--- src/rtl/cinj_pkg.sv ---
package cinj_pkg;
  typedef enum logic [2:0] {
    PH_IDLE,
    PH_CLR,
    PH_GAP1,
    PH_CHG,
    PH_GAP2,
    PH_DMP,
    PH_GAP3
  } phase_e;
endpackage

--- src/rtl/cinj_edge.sv ---
module cinj_edge #(
  parameter int STAGES = 2
) (
  input  logic clk,
  input  logic rst_n,
  input  logic lvl_i,
  output logic rise_o
);
  logic [STAGES:0] sync_q;
  logic [STAGES:0] sync_d;

  always_comb begin
    sync_d = {sync_q[STAGES-1:0], lvl_i};
  end

  always_ff @(posedge clk or negedge rst_n) begin
    if (!rst_n) sync_q <= '0;
    else        sync_q <= sync_d;
  end

  assign rise_o = sync_q[STAGES-1] & ~sync_q[STAGES];

  AST_EDGE_SINGLE: assert property (@(posedge clk) disable iff (!rst_n)
    rise_o |=> !rise_o);
endmodule

--- src/rtl/cinj_phase.sv ---
module cinj_phase
  import cinj_pkg::*;
#(
  parameter int LEN_W = 4
) (
  input  logic             clk,
  input  logic             rst_n,
  input  logic             req_i,
  input  logic [LEN_W-1:0] clr_len_i,
  input  logic [LEN_W-1:0] chg_len_i,
  input  logic [LEN_W-1:0] dmp_len_i,
  input  logic [LEN_W-1:0] dead_len_i,
  output logic             sw_clr_o,
  output logic             sw_chg_o,
  output logic             sw_dmp_o,
  output logic             busy_o,
  output logic             dump_done_o,
  output logic             drop_o
);
  phase_e           st_q, st_d;
  logic [LEN_W-1:0] tmr_q, tmr_d;
  logic [LEN_W-1:0] cur_len;
  logic             last;
  logic             pend_q, pend_d;
  logic             drop_q, drop_d;
  logic             consume;

  always_comb begin
    unique case (st_q)
      PH_CLR:  cur_len = clr_len_i;
      PH_CHG:  cur_len = chg_len_i;
      PH_DMP:  cur_len = dmp_len_i;
      default: cur_len = dead_len_i;
    endcase
  end

  assign last    = (tmr_q == cur_len);
  assign busy_o  = (st_q != PH_IDLE);
  assign consume = pend_q & ((st_q == PH_IDLE) | ((st_q == PH_GAP3) & last));

  always_comb begin
    st_d  = st_q;
    tmr_d = tmr_q + 1'b1;
    if (st_q == PH_IDLE) begin
      tmr_d = '0;
      if (req_i || pend_q) st_d = PH_CLR;
    end else if (last) begin
      tmr_d = '0;
      unique case (st_q)
        PH_CLR:  st_d = PH_GAP1;
        PH_GAP1: st_d = PH_CHG;
        PH_CHG:  st_d = PH_GAP2;
        PH_GAP2: st_d = PH_DMP;
        PH_DMP:  st_d = PH_GAP3;
        default: st_d = pend_q ? PH_CLR : PH_IDLE;
      endcase
    end
  end

  always_comb begin
    pend_d = (pend_q & ~consume) | (req_i & busy_o);
    drop_d = req_i & busy_o & pend_q & ~consume;
  end

  always_ff @(posedge clk or negedge rst_n) begin
    if (!rst_n) begin
      st_q   <= PH_IDLE;
      tmr_q  <= '0;
      pend_q <= 1'b0;
      drop_q <= 1'b0;
    end else begin
      st_q   <= st_d;
      tmr_q  <= tmr_d;
      pend_q <= pend_d;
      drop_q <= drop_d;
    end
  end

  assign sw_clr_o    = (st_q == PH_CLR);
  assign sw_chg_o    = (st_q == PH_CHG);
  assign sw_dmp_o    = (st_q == PH_DMP);
  assign dump_done_o = (st_q == PH_DMP) & last;
  assign drop_o      = drop_q;

  AST_ONE_GROUP: assert property (@(posedge clk) disable iff (!rst_n)
    $countones({sw_clr_o, sw_chg_o, sw_dmp_o}) <= 1);
  AST_CHG_AFTER_GAP: assert property (@(posedge clk) disable iff (!rst_n)
    $rose(sw_chg_o) |-> $past(!sw_clr_o && !sw_dmp_o && busy_o));
  AST_DMP_AFTER_GAP: assert property (@(posedge clk) disable iff (!rst_n)
    $rose(sw_dmp_o) |-> $past(!sw_clr_o && !sw_chg_o && busy_o));
  AST_PEND_STARTS: assert property (@(posedge clk) disable iff (!rst_n)
    (pend_q && !busy_o) |=> sw_clr_o);
  AST_DROP_BUSY: assert property (@(posedge clk) disable iff (!rst_n)
    drop_o |-> $past(busy_o));
endmodule

--- src/rtl/cinj_window.sv ---
module cinj_window #(
  parameter int WIN_W = 16,
  parameter int CNT_W = 8
) (
  input  logic             clk,
  input  logic             rst_n,
  input  logic [WIN_W-1:0] win_len_i,
  input  logic             inc_i,
  output logic [CNT_W-1:0] count_o,
  output logic             done_o
);
  localparam logic [CNT_W-1:0] CNT_MAX = {CNT_W{1'b1}};

  logic [WIN_W-1:0] wcnt_q, wcnt_d;
  logic [CNT_W-1:0] acc_q, acc_d;
  logic [CNT_W-1:0] acc_inc;
  logic [CNT_W-1:0] cnt_q, cnt_d;
  logic             done_q, done_d;
  logic             term;

  assign term    = (wcnt_q >= win_len_i);
  assign acc_inc = (inc_i && acc_q != CNT_MAX) ? acc_q + 1'b1 : acc_q;

  always_comb begin
    wcnt_d = term ? '0 : wcnt_q + 1'b1;
    acc_d  = term ? '0 : acc_inc;
    cnt_d  = term ? acc_inc : cnt_q;
    done_d = term;
  end

  always_ff @(posedge clk or negedge rst_n) begin
    if (!rst_n) begin
      wcnt_q <= '0;
      acc_q  <= '0;
      cnt_q  <= '0;
      done_q <= 1'b0;
    end else begin
      wcnt_q <= wcnt_d;
      acc_q  <= acc_d;
      cnt_q  <= cnt_d;
      done_q <= done_d;
    end
  end

  assign count_o = cnt_q;
  assign done_o  = done_q;

  AST_DONE_SINGLE: assert property (@(posedge clk) disable iff (!rst_n)
    (done_o && win_len_i != '0) |=> !done_o);
  AST_CNT_HOLD: assert property (@(posedge clk) disable iff (!rst_n)
    !done_o |-> $stable(count_o));
  AST_NO_WRAP: assert property (@(posedge clk) disable iff (!rst_n)
    !$past(term) |-> (acc_q >= $past(acc_q)));
endmodule

--- src/rtl/cinj_seq.sv ---
module cinj_seq #(
  parameter int LEN_W   = 4,
  parameter int WIN_W   = 16,
  parameter int CNT_W   = 8,
  parameter int SYNC_ST = 2
) (
  input  logic             clk,
  input  logic             rst_n,
  input  logic             cmp_i,
  input  logic [LEN_W-1:0] clr_len_i,
  input  logic [LEN_W-1:0] chg_len_i,
  input  logic [LEN_W-1:0] dmp_len_i,
  input  logic [LEN_W-1:0] dead_len_i,
  input  logic [WIN_W-1:0] win_len_i,
  output logic             sw_clr_a_o,
  output logic             sw_clr_b_o,
  output logic             sw_chg_o,
  output logic             sw_dmp_o,
  output logic             busy_o,
  output logic             drop_o,
  output logic [CNT_W-1:0] count_o,
  output logic             done_o
);
  logic req;
  logic sw_clr;
  logic dump_done;

  cinj_edge #(.STAGES(SYNC_ST)) edge_i (
    .clk    (clk),
    .rst_n  (rst_n),
    .lvl_i  (cmp_i),
    .rise_o (req)
  );

  cinj_phase #(.LEN_W(LEN_W)) phase_i (
    .clk         (clk),
    .rst_n       (rst_n),
    .req_i       (req),
    .clr_len_i   (clr_len_i),
    .chg_len_i   (chg_len_i),
    .dmp_len_i   (dmp_len_i),
    .dead_len_i  (dead_len_i),
    .sw_clr_o    (sw_clr),
    .sw_chg_o    (sw_chg_o),
    .sw_dmp_o    (sw_dmp_o),
    .busy_o      (busy_o),
    .dump_done_o (dump_done),
    .drop_o      (drop_o)
  );

  cinj_window #(.WIN_W(WIN_W), .CNT_W(CNT_W)) window_i (
    .clk       (clk),
    .rst_n     (rst_n),
    .win_len_i (win_len_i),
    .inc_i     (dump_done),
    .count_o   (count_o),
    .done_o    (done_o)
  );

  assign sw_clr_a_o = sw_clr;
  assign sw_clr_b_o = sw_clr;

  AST_BUSY_COVERS: assert property (@(posedge clk) disable iff (!rst_n)
    (sw_clr_a_o || sw_chg_o || sw_dmp_o) |-> busy_o);
  AST_CLR_PAIR: assert property (@(posedge clk) disable iff (!rst_n)
    sw_clr_a_o == sw_clr_b_o);
endmodule

--- config.mk ---
export PLATFORM = sky130hd
export DESIGN_NAME = cinj_seq
export DESIGN_NICKNAME = d
export VERILOG_FILES = /design/src/rtl/cinj_pkg.sv /design/src/rtl/cinj_edge.sv /design/src/rtl/cinj_phase.sv /design/src/rtl/cinj_window.sv /design/src/rtl/cinj_seq.sv
export SDC_FILE = /design/constraint.sdc
export NUM_CORES = 1
export LEC_CHECK = 0
export ABC_AREA = 1
export BUFFER_PORTS_ARGS = -buffer_cell sky130_fd_sc_hd__buf_2
export CORE_ASPECT_RATIO = 0.75
export CORE_UTILIZATION = 51
export DETAILED_ROUTE_END_ITERATION = 16
export PLACE_DENSITY = 0.88
export SETUP_SLACK_MARGIN = 0.3
export SYNTH_ARGS = -nofsm -noshare
export SYNTH_HDL_FRONTEND = slang
export SYNTH_SLANG_ARGS = --single-unit
--- constraint.sdc ---
create_clock -name clk -period 1.8 [get_ports clk]
set_input_delay 0.18 -clock clk [delete_from_list [all_inputs] [get_ports clk]]
set_output_delay 0.18 -clock clk [all_outputs]
set_load 0.02 [all_outputs]
==> run metrics, run 1 <==
CP peak stage delay=around 440 ps; slew margin rel.=about three fifths; mean routed wirelength per cell=between 20 and 25 µm; gr usage total=30.2%; grt total ovfl=0; placed cells=about 500; Post-Syn Instances=376; MaxCap Viol Count=0; RSZ-0062 raised after global routing=true; Leak=about 0.0022 µW; Worst-Margin Slew=approximately 590 ps; diode count=0; min Tclk post-route=roughly 2200 ps; Max FO, Critical Path=7; Clock Skew=between 20 and 25 ps; Area Overhead vs Synth=56.7%; worst hold path type=flip-flop to flip-flop; post-synthesis cell type count=26; initial antenna violation count=0; final worst path period share=121%; core footprint=slightly above 5000 µm²; CTS root buffer=clkbuf_8; Adder-Cell Fraction of Synth Area=8.55%; Clock Latency Late Sink=around 320 ps; vias in the first global route=roughly 3.0k; DRT iter0 DRCs=about 560; WP data arrival=approximately 2400 ps; Rows=22; Yosys top cell area share=between 40 and 50%; Synth Area in Simple Gates=between 30% and 40%; cell family with most CP delay=simple AND/OR/NAND/NOR gates; critical path buffer and inverter count=3; Total Wirelength=~13 mm; ANT nets after route=0; max-slew violation count=0; pwr dens=1420 nW/µm²; Total Nets Final=about 540; area leader, netlist=dfrtp_1; status=finished, violations left; Mapped Area=~2800 µm²; IO Pins=50; Slowest-stage cell, CP=dfrtp_2; Clock Tree Buf Depth=2; die area=5760 µm²; I/O Buffers=49; cell mode on critical path=nor2_4; Seq/Total Area, Yosys=between 40% and 50%; Fin. Hold Viols=0; violated checks=setup timing; CP Launch Type=flip-flop; peak supply drop=about 0.75 mV; multiplexer share of the synthesized area=0%; Finished Layout Cells=roughly 560; cells along the critical path=buf_8 -> inv_4 -> nor2_4 -> nand3_2 -> nand2_1 -> inv_1 -> nand4_1 -> nand2_2 -> nand2_4 -> nor2_4 -> nand3_1 -> a21oi_2; Mapped Nets=430; clk slew on worst S/H paths=around 110 ps; Synth Register Bits=45; critical path required time=~2000 ps; f_max=around 0.46 GHz; R2R depth=12; Sink Count=between 40 and 50; post-synthesis compound-gate area fraction=under 10%; Initial DRT Pass Iterations=7; TritonCTS Buffers=5; hpwl dp=between 5 and 6 mm; largest family of logic cells by synthesized area=simple AND/OR/NAND/NOR gates; syn avg cell area=about 7.4 µm²; sum of negative setup slack=-8440 ps; final setup fails=between 40 and 50; Starting Density=between 50% and 60%; XOR/XNOR Fraction of Synth Area=under 10%; pin count of the biggest net entering global routing=29; Setup WS pre-CTS=-116 ps; Synth area leaders=dfrtp_1 (40%), nand2_1 (12%), ha_1 (8.5%), inv_1 (7.3%), nand3_1 (6.3%); first-pass GRT wire length=approximately 13 mm; gpl congestion=roughly 0.84; fraction of layout cells with a size suffix above 1=between 40% and 50%; # DRC=0; H-tree depth=2; crit end category=flip-flop; DR vias/cell=about 6.4; vias=3616; Die Y=~66 µm; CP Depth=12; CTS tree=done; Fill cells=about 230; Die X=about 87 µm; WHS Path Cells=0; Final WS setup=-372 ps; synthesis warning total=0; critical path type=flip-flop to flip-flop
kinds of logic (layout without fill, tap and decap cells):
group           Yosys count  count (layout)
compound gates           27              27
xor+xnor                  6               6
fa+ha+maj                19              19
buf+inv                  71             182
flops                    45              45
simple gates            208             211
layout make-up:
type	count	area [µm²]	area share [%]
multi-input cells	263	1920	44.0
flip-flops and latches	45	1130	26.0
clock inverters	1	7.51	0.172
well taps	72	90.1	2.07
repair buffers	113	880	20.2
inverters	61	254	5.83
clock buffers	7	76.3	1.75
where the power goes:
part / switching (µW) / internal [µW]
Combinational: 2380 / 1460
Sequential: 367 / 1300
Clock: 391 / 276
through the flow:
step / utilization (%) / power (µW) / hold slack [ps] / area [µm²]
3_5_place_dp: 65.4 / 3750 / 201 / 3310
6_report: 86.0 / 6170 / 358 / 4360
4_1_cts: 73.5 / 4900 / 360 / 3720
2_1_floorplan: - / 3150 / -116 / 2890
3_3_place_gp: 65.4 / 3620 / 189 / 3310
5_1_grt: 86.0 / 6350 / 360 / 4360
sequential cells by signal, summed over array words and instances, names as in the netlist:
register          cells
phase_i.st_q          3
phase_i.pend_q        1
edge_i.sync_q         3
window_i.acc_q        8
phase_i.tmr_q         4
window_i.count_o      8
window_i.wcnt_q      16
phase_i.drop_o        1
window_i.done_o       1
per-layer routing:
| metal | up-vias | wire length, µm | GRT usage, % |
|---|---|---|---|
| met4 | 0 | 1230 | 16.8 |
| met1 | 1633 | 4420 | 35.2 |
| met5 | - | 0 | 0 |
| li1 | 1439 | - | - |
| met2 | 390 | 5740 | 51.7 |
| met3 | 154 | 1740 | 7.12 |
path summary, 6_finish.rpt:
kind | to | slack [ps] | startpoint
max in group asynchronous | window_i.wcnt_q[8] | 850 | rst_n
max reg2reg | window_i.acc_q[4] | -370 | phase_i.st_q[0]
min reg2reg | edge_i.sync_q[1] | 360 | edge_i.sync_q[0]
min | edge_i.sync_q[1] | 360 | edge_i.sync_q[0]
max | window_i.acc_q[4] | -370 | phase_i.st_q[0]
min in group asynchronous | window_i.count_o[1] | 390 | rst_n
worst reg2reg max path, delay by kind of cell (launching register included):
family	cells	cell delay (ps)
compound gates	1	330
buf+inv	3	300
flops	1	440
simple gates	8	1020
cells in the mapped netlist:
cell type and number:
nand2_2 3, nand3b_1 1, inv_2 5, buf_2 2
a21oi_1 18, nor2_2 4, buf_4 4, nor2_8 1
xnor2_1 2, nand4_1 21, xor2_1 4, nor3_1 9
clkbuf_1 1, buf_1 2, o21ai_1 3, inv_1 54
nor2_1 40, dfrtp_1 45, o211ai_1 1, and3_1 2
nand3_1 35, ha_1 19, inv_4 2, nand2_1 92
o21ai_0 5, buf_6 1
cells in the final DEF (no fill, tap or decap), types with 3 or more instances in the layout:
cell type	n
inv_2	10
o21ai_2	4
nor3_4	5
nand3_4	3
nor2_4	17
ha_1	10
nand3_2	10
buf_2	46
nor2_2	11
buf_4	45
nand2_2	30
a21oi_1	11
nand2_4	5
buf_12	4
o21ai_1	4
dfrtp_1	40
nor2_1	19
buf_6	13
a21oi_2	6
nand2_1	60
ha_2	3
nand4_1	21
inv_1	46
nand3_1	22
clkbuf_8	5
ha_4	6
dfrtp_2	5
xor2_1	3
repair_timing:
item                                    CTS  global route
hold buffers                              2             0
endpoints found under the setup margin   45            45
endpoints found under the hold margin    22             0
buffers inserted                         24            15
cloned                                    3             3
pin swaps                                13            36
resized for setup                        32           120
Note: power is estimated with default switching activity, not from simulation.
==> inputs of run 2 (changes only) <==
PLACE_DENSITY = 0.87   (was 0.88)
SYNTH_HIERARCHICAL = 1   (was unset)
==> run 2 against run 1 <==
The flow still finishes with violations (setup timing). Combinational power is 17% lower. Clock skew is 6.0 ps lower. Final cell count is 3.0% higher. Critical endpoint is now window_i/acc_q[5]. Largest cell class unchanged. Highest routed layer unchanged.
==> run metrics, run 2 <==
ys async rst share=100% (unchanged); Fill cells=294 (+26%); Initial DRT Pass Iterations=6 (-1); min Tclk post-route=2370 ps (+201 ps); critical path required time=2000 ps (about the same); CP peak stage delay=480 ps (+40 ps); worst hold path type=flip-flop to flip-flop; WP data arrival=2580 ps (+190 ps); WL met1=3.94 mm (-11%); syn avg cell area=7.49 µm² (+1.3%); critical path type=flip-flop to flip-flop; Total Wirelength=11.2 mm (-15%); sequential cell area=1130 µm² (-0.33%); worst reg2reg setup slack=-570 ps (-200 ps); area leader, netlist=dfrtp_1; max-slew violation count=0 (unchanged); pin count of the biggest net entering global routing=46 (+59%); Leak=0.00229 µW (+3.9%); CP Launch Type=flip-flop; MaxCap Viol Count=0 (unchanged); post-synthesis cell type count=29 (+12%); crit end category=flip-flop; CTS root buffer=clkbuf_8; Final WS setup=-573 ps (-201 ps); sequential share of power=27.3% (+0.4 points); number of enable flip-flop cells after synthesis=0 (unchanged); peak supply drop=0.768 mV (+2.1%); switch share=45.3% (-5.6 points); Clock Skew=14.5 ps (-5.98 ps); grt total ovfl=0 (unchanged); Starting Density=54.0% (-0.93 points); Seq/Total Area, Yosys=38.2% (-2.3 points); Rows=23 (+4.5%); I/O Buffers=49 (unchanged); hpwl dp=5.25 mm (+4.8%); Synth area leaders=dfrtp_1 (38%), nand2_1 (12%), ha_1 (8.1%), inv_1 (7.4%), nor2_1 (5.1%); CTS tree=done; fraction of layout cells with a size suffix above 1=43.1% (-6.5 points); cells along the critical path=inv_2 -> nand3_2 -> nor2_1 -> nor2_1 -> nand3_1 -> nand2_2 -> nor2_2 -> nand2_2 -> nor3_4 -> buf_6 -> nand2_8 -> o21ai_2 -> nand2_1 -> and3_1; status=finished, violations left; final setup fails=42 (unchanged); Fin. Hold Viols=0 (unchanged); TritonCTS Buffers=5 (unchanged); clk slew on worst S/H paths=100 ps (about the same); Mapped Area=2950 µm² (+6.1%); Total Nets Final=557 (+2.6%); Die Y=67.9 µm (+2.9%); Max FO, Critical Path=6 (-1); Met2 Wirelength=5.34 mm (-7.0%); core footprint=5470 µm² (+8.0%); mean routed wirelength per cell=19.3 µm (-17%); initial antenna violation count=0 (unchanged); commonest cells after routing, fill and taps aside=nand2_1 (80), inv_1 (55), buf_2 (44); Slowest-stage cell, CP=dfrtp_2; final worst path period share=132% (+11 points); gr usage total=31.8% (+1.6 points); Worst-Margin Slew=594 ps (+8.13 ps); Mapped Nets=448 (+4.2%); worst hold slack=378 ps (+20.2 ps); multi-input combinational cell area=1960 µm² (+2.0%); Post-synth top cells=nand2_1 (98), inv_1 (58), dfrtp_1 (45), nor2_1 (40), nand3_1 (26); min-delay src=edge_i/sync_q[0]; most common cell in the synthesized netlist=nand2_1; internal power=3000 µW (-1.0%); H-tree depth=2 (unchanged); IO Pins=50 (unchanged); synthesis warning total=6 (+6); die area=6100 µm² (+5.9%); slew margin rel.=60.4% (-0.54 points); violated checks=setup timing; vias in the first global route=3115 (+4.8%); Area Overhead vs Synth=50.9%; commonest non-fill, non-tap cell in the layout=nand2_1; CP Launch Point=phase_i/st_q[2]; vias=3480 (-3.8%); met3 wire length=1.17 mm (-33%); DR vias/cell=6.01 (-6.6%); # DRC=0 (unchanged); pwr dens=1230 nW/µm² (-13%); ANT nets after route=0 (unchanged); DRT iter0 DRCs=453 (-19%); switching power total=2480 µW (-21%); Clock Tree Buf Depth=2 (unchanged); f_max=0.421 GHz (-8.5%); max reg flops=16 (unchanged); RSZ-0062 raised after global routing=true; placed cells=534 (+5.3%); Top FF cell, synth=dfrtp_1; Synth Register Bits=45 (unchanged); Yosys top cell area share=38.2% (-2.3 points); top sig layer=met4; gpl congestion=0.990 (+18%); Reg-to-Reg Start=phase_i/st_q[2]; Biggest register=window_i/wcnt_q; Clock Latency Late Sink=320 ps (about the same); first-pass GRT wire length=14.7 mm (+11%); clock network power share=14.9% (+4.1 points); diode count=0 (unchanged); Sink Count=45 (unchanged); Post-Syn Instances=394 (+4.8%); Die X=89.8 µm (+2.9%); Gate power share=57.8% (-4.5 points); Finished Layout Cells=579 (+3.0%)
-- run 2: changes by cell type after synthesis, moves of 4 or more --
| cell | previous run | this run |
|---|---|---|
| nand2_1 | 92 | 98 |
| nand3_1 | 35 | 26 |
| a21oi_1 | 18 | 8 |
| inv_1 | 54 | 58 |
| nor2_4 | 0 | 4 |
| nor2_2 | 4 | 9 |
| xor2_1 | 4 | 10 |
-- run 2: layout make-up --
class                   count  area share, %
flip-flops and latches     45           25.3
inverters                  64           5.90
clock buffers               5           1.54
clock inverters             3           1.04
multi-input cells         277           43.9
repair buffers            110           20.1
well taps                  75           2.11
-- run 2: what timing repair did --
action / in CTS / in global routing
endpoints found under the hold margin: 46 / 0
buffers inserted: 22 / 9
hold buffers: 2 / 0
pin swaps: 21 / 17
setup endpoints to repair: 46 / 47
gates resized for setup: 91 / 40
cloned: 4 / 0
-- run 2: logic make-up after synthesis --
family / share of synthesized area, %
buffers and inverters: 10.2
flip-flops: 38.2
AO/OA/AOI/OAI: 4.66
AND/OR/NAND/NOR: 35.1
adder cells (fa/ha/maj): 8.05
XOR/XNOR: 3.86
-- run 2: path summary, 6_finish.rpt --
check | cells past startpoint | to
worst max-delay path | 14 | window_i/acc_q[5]
worst min-delay path | 0 | edge_i/sync_q[1]
worst max register to register | 14 | window_i/acc_q[5]
worst min register to register | 0 | edge_i/sync_q[1]
max in group asynchronous | 3 | phase_i/st_q[2]
min in group asynchronous | 3 | phase_i/tmr_q[3]
-- run 2: power by group through the flow --
stage          sequential, µW  combinational (µW)  clock [µW]
6_report                 1500                3170         817
5_1_grt                  1510                3360         846
4_1_cts                  1450                2740         805
3_5_place_dp             1470                2050           0
3_3_place_gp             1460                1970           0
2_1_floorplan            1450                1370           0
-- run 2: routing by layer --
metal	vias to the layer above	track usage [%]
met5	-	0
met4	0	15.6
met3	98	7.67
met2	303	56.9
met1	1612	37.1
li1	1467	-
-- run 2: worst max-delay path, delay by kind of cell (launching register included) --
family	cells	cell delay (ps)
buffers and inverters	2	300
flip-flops	1	480
AO/OA/AOI/OAI	1	150
AND/OR/NAND/NOR	11	1350
-- run 2: metrics by stage --
stage | power (µW) | instance area, µm² | worst slack, ps | util [%] | TNS (ps)
after global routing | 5720 | 4450 | -708 | 81.5 | -13720
final | 5480 | 4450 | -573 | 81.5 | -10370
after CTS | 5000 | 4200 | -230 | 76.8 | -2940
after floorplan | 2820 | 2990 | -295 | - | -3940
after detailed placement | 3530 | 3470 | -426 | 63.5 | -5900
after global placement | 3430 | 3470 | -316 | 63.5 | -4350
==> inputs of run 3 (changes only) <==
CORE_UTILIZATION = 55   (was 51)
CTS_CLUSTER_SIZE = 40   (was unset)
PLACE_DENSITY = 0.89   (was 0.87)
clock period = 2.6 ns   (was 1.8 ns; I/O delays follow)
==> run 3 against run 2 <==
The flow now finishes without violations. Global-route usage decreased by 7.5 points. Utilization decreased by 11 points. Cell area decreased by 21%. Largest power group unchanged. Final cell count decreased by 8.6%. Hold slack got worse by 300 ps. Sequential power decreased by 29%. Via count decreased by 22%. Clock skew decreased by 8.9 ps. Sequential cell count unchanged. Die area decreased by 7.1%. Routed wire length decreased by 40%.
==> run metrics, run 3 (synthesis gave the netlist of run 2 again) <==
switching power total=1270 µW (-49%); Gate power share=49.1% (-8.7 points); Area after DPL=3250 µm² (-6.4%); Biggest register=window_i/wcnt_q; I/O Buffers=49 (unchanged); Fill cells=396 (+35%); cell mode on critical path=nand2_1; DRT iter0 DRCs=253 (-44%); r2r endpoint=window_i/acc_q[5]; slew margin rel.=35.3% (-25 points); CTS root buffer=clkbuf_8; hpwl dp=4.71 mm (-10%); TritonCTS Buffers=5 (unchanged); Clock Latency Late Sink=290 ps (-30 ps); Die Y=65.4 µm (-3.6%); first-pass GRT wire length=10.6 mm (-28%); final setup fails=0 (-100%); Total Wirelength=6.68 mm (-40%); die area=5670 µm² (-7.1%); Leak=0.00194 µW (-15%); Area Overhead vs Synth=19.7%; min-delay src=cmp_i; sequential share of power=36.8% (+9.5 points); clock network power share=14.0% (-0.9 points); worst hold path type=input port to flip-flop; initial antenna violation count=0 (unchanged); Fin. Hold Viols=0 (unchanged); hold buffer count at CTS=0 (-2); Post-Route Utilization=70.1% (-11 points); internal power=1600 µW (-47%); pin count of the biggest net entering global routing=46 (unchanged); Clock Skew=5.60 ps (-8.89 ps); Reg-to-Reg Start=phase_i/st_q[0]; fraction of layout cells with a size suffix above 1=25.4% (-18 points); cells along the critical path=buf_6 -> nand4_1 -> nand2_1 -> nor2_2 -> nand2_1 -> nand2_1 -> nand2_2 -> nor2_4 -> nand2_4 -> nor3_4 -> buf_6 -> nand2_8 -> o21ai_0 -> nand2_1 -> and3_1; Initial DRT Pass Iterations=4 (-2); IO Pins=50 (unchanged); Max FO, Critical Path=6 (unchanged); Post-Layout Inst Area=3530 µm² (-21%); Total Nets Final=510 (-8.4%); critical path required time=2780 ps (+780 ps); R2R depth=15 (+1); critical path type=flip-flop to flip-flop; MaxCap Viol Count=0 (unchanged); DR vias/cell=5.16 (-14%); Setup WS pre-CTS=164 ps (+590 ps); gpl congestion=0.912 (-7.9%); CP peak stage delay=470 ps (about the same); commonest non-fill, non-tap cell in the layout=nand2_1; worst reg2reg setup slack=380 ps (+950 ps); min Tclk post-route=2220 ps (-150 ps); Final WS setup=376 ps (+950 ps); mean routed wirelength per cell=12.6 µm (-35%); pwr dens=811 nW/µm² (-34%); vias=2731 (-22%); final worst path period share=85.5% (-46 points); sum of negative setup slack=0 ps (+10370 ps); Sink Count=45 (unchanged); commonest cells after routing, fill and taps aside=nand2_1 (92), inv_1 (57), buf_2 (50); CP Launch Type=flip-flop; RSZ-0062 raised after global routing=false; CP Launch Point=phase_i/st_q[0]; worst hold slack=76.5 ps (-302 ps); gr usage total=24.3% (-7.5 points); max reg flops=16 (unchanged); ANT nets after route=0 (unchanged); max-slew violation count=0 (unchanged); diode count=0 (unchanged); crit end category=flip-flop; f_max=0.450 GHz (+6.7%); H-tree depth=2 (unchanged); worst setup path end=window_i/acc_q[5]; peak supply drop=0.390 mV (-49%); CTS tree=done; vias in the first global route=2391 (-23%); switch share=44.3% (-1.0 points); Die X=86.6 µm (-3.6%); Starting Density=58.6% (+4.6 points); core footprint=5040 µm² (-7.9%); clk slew on worst S/H paths=70 ps (-30 ps); Rows=22 (-4.3%); # DRC=0 (unchanged); Slowest-stage cell, CP=dfrtp_2; grt total ovfl=0 (unchanged); Worst-Margin Slew=970 ps (+376 ps); WP data arrival=2400 ps (-180 ps); status=completed; Clock Tree Buf Depth=2 (unchanged)
[run 3: cell count changes in the layout (fill, tap and decap cells not counted), sizes merged]
cell	change
buf	-45
clkinvlp	-1
inv	-1
clkbuf	+3
dlygate4sd3	-2
bufinv	-1
[run 3: per-layer routing]
| metal | GRT usage [%] | share of wire, % | up-vias |
|---|---|---|---|
| met4 | 7.71 | 2.3 | 0 |
| met5 | 0 | 0 | - |
| met2 | 38.4 | 48 | 71 |
| li1 | - | - | 1369 |
| met3 | 4.27 | 5.6 | 15 |
| met1 | 34.2 | 44 | 1276 |
[run 3: layout make-up]
cell class	count	area, µm²	share of cell area, %
multi-input combinational	277	1620	45.8
timing repair buffer	63	367	10.4
clock buffer	8	80.1	2.27
inverter	64	250	7.08
sequential	45	1130	31.9
tap	72	90.1	2.55
[run 3: how the worst min path moves through the flow]
stage,endpoint,slack (ps),depth (start not counted)
floorplan,edge_i/sync_q[0],-40,0
global placement,edge_i/sync_q[1],330,0
detailed placement,edge_i/sync_q[1],340,0
CTS,edge_i/sync_q[0],70,1
global route,edge_i/sync_q[0],70,1
finish,edge_i/sync_q[0],80,1
[run 3: metrics by stage]
| stage | total power, µW | instances |
|---|---|---|
| final | 2870 | 529 |
| after global placement | 2100 | 508 |
| after floorplan | 1890 | 394 |
| after CTS | 2620 | 518 |
| after global routing | 3100 | 529 |
| after detailed placement | 2160 | 508 |
[run 3: power groups by stage]
stage | clock network, µW | logic (µW) | registers, µW
floorplan | 0 | 901 | 993
global placement | 0 | 1040 | 1060
detailed placement | 0 | 1080 | 1070
CTS | 414 | 1150 | 1060
global route | 449 | 1570 | 1080
finish | 402 | 1410 | 1060
[run 3: critical path, delay by kind of cell (launching register included)]
kind                   cells  cell delay, ps
AND/OR/NAND/NOR           12            1190
flip-flops                 1             470
buffers and inverters      2             300
AO/OA/AOI/OAI              1             150
[run 3: repair_timing]
item	CTS	global route
pin swaps	2	13
resized for setup	8	24
setup buffers	2	9
endpoints found under the setup margin	16	16
cloned	0	2
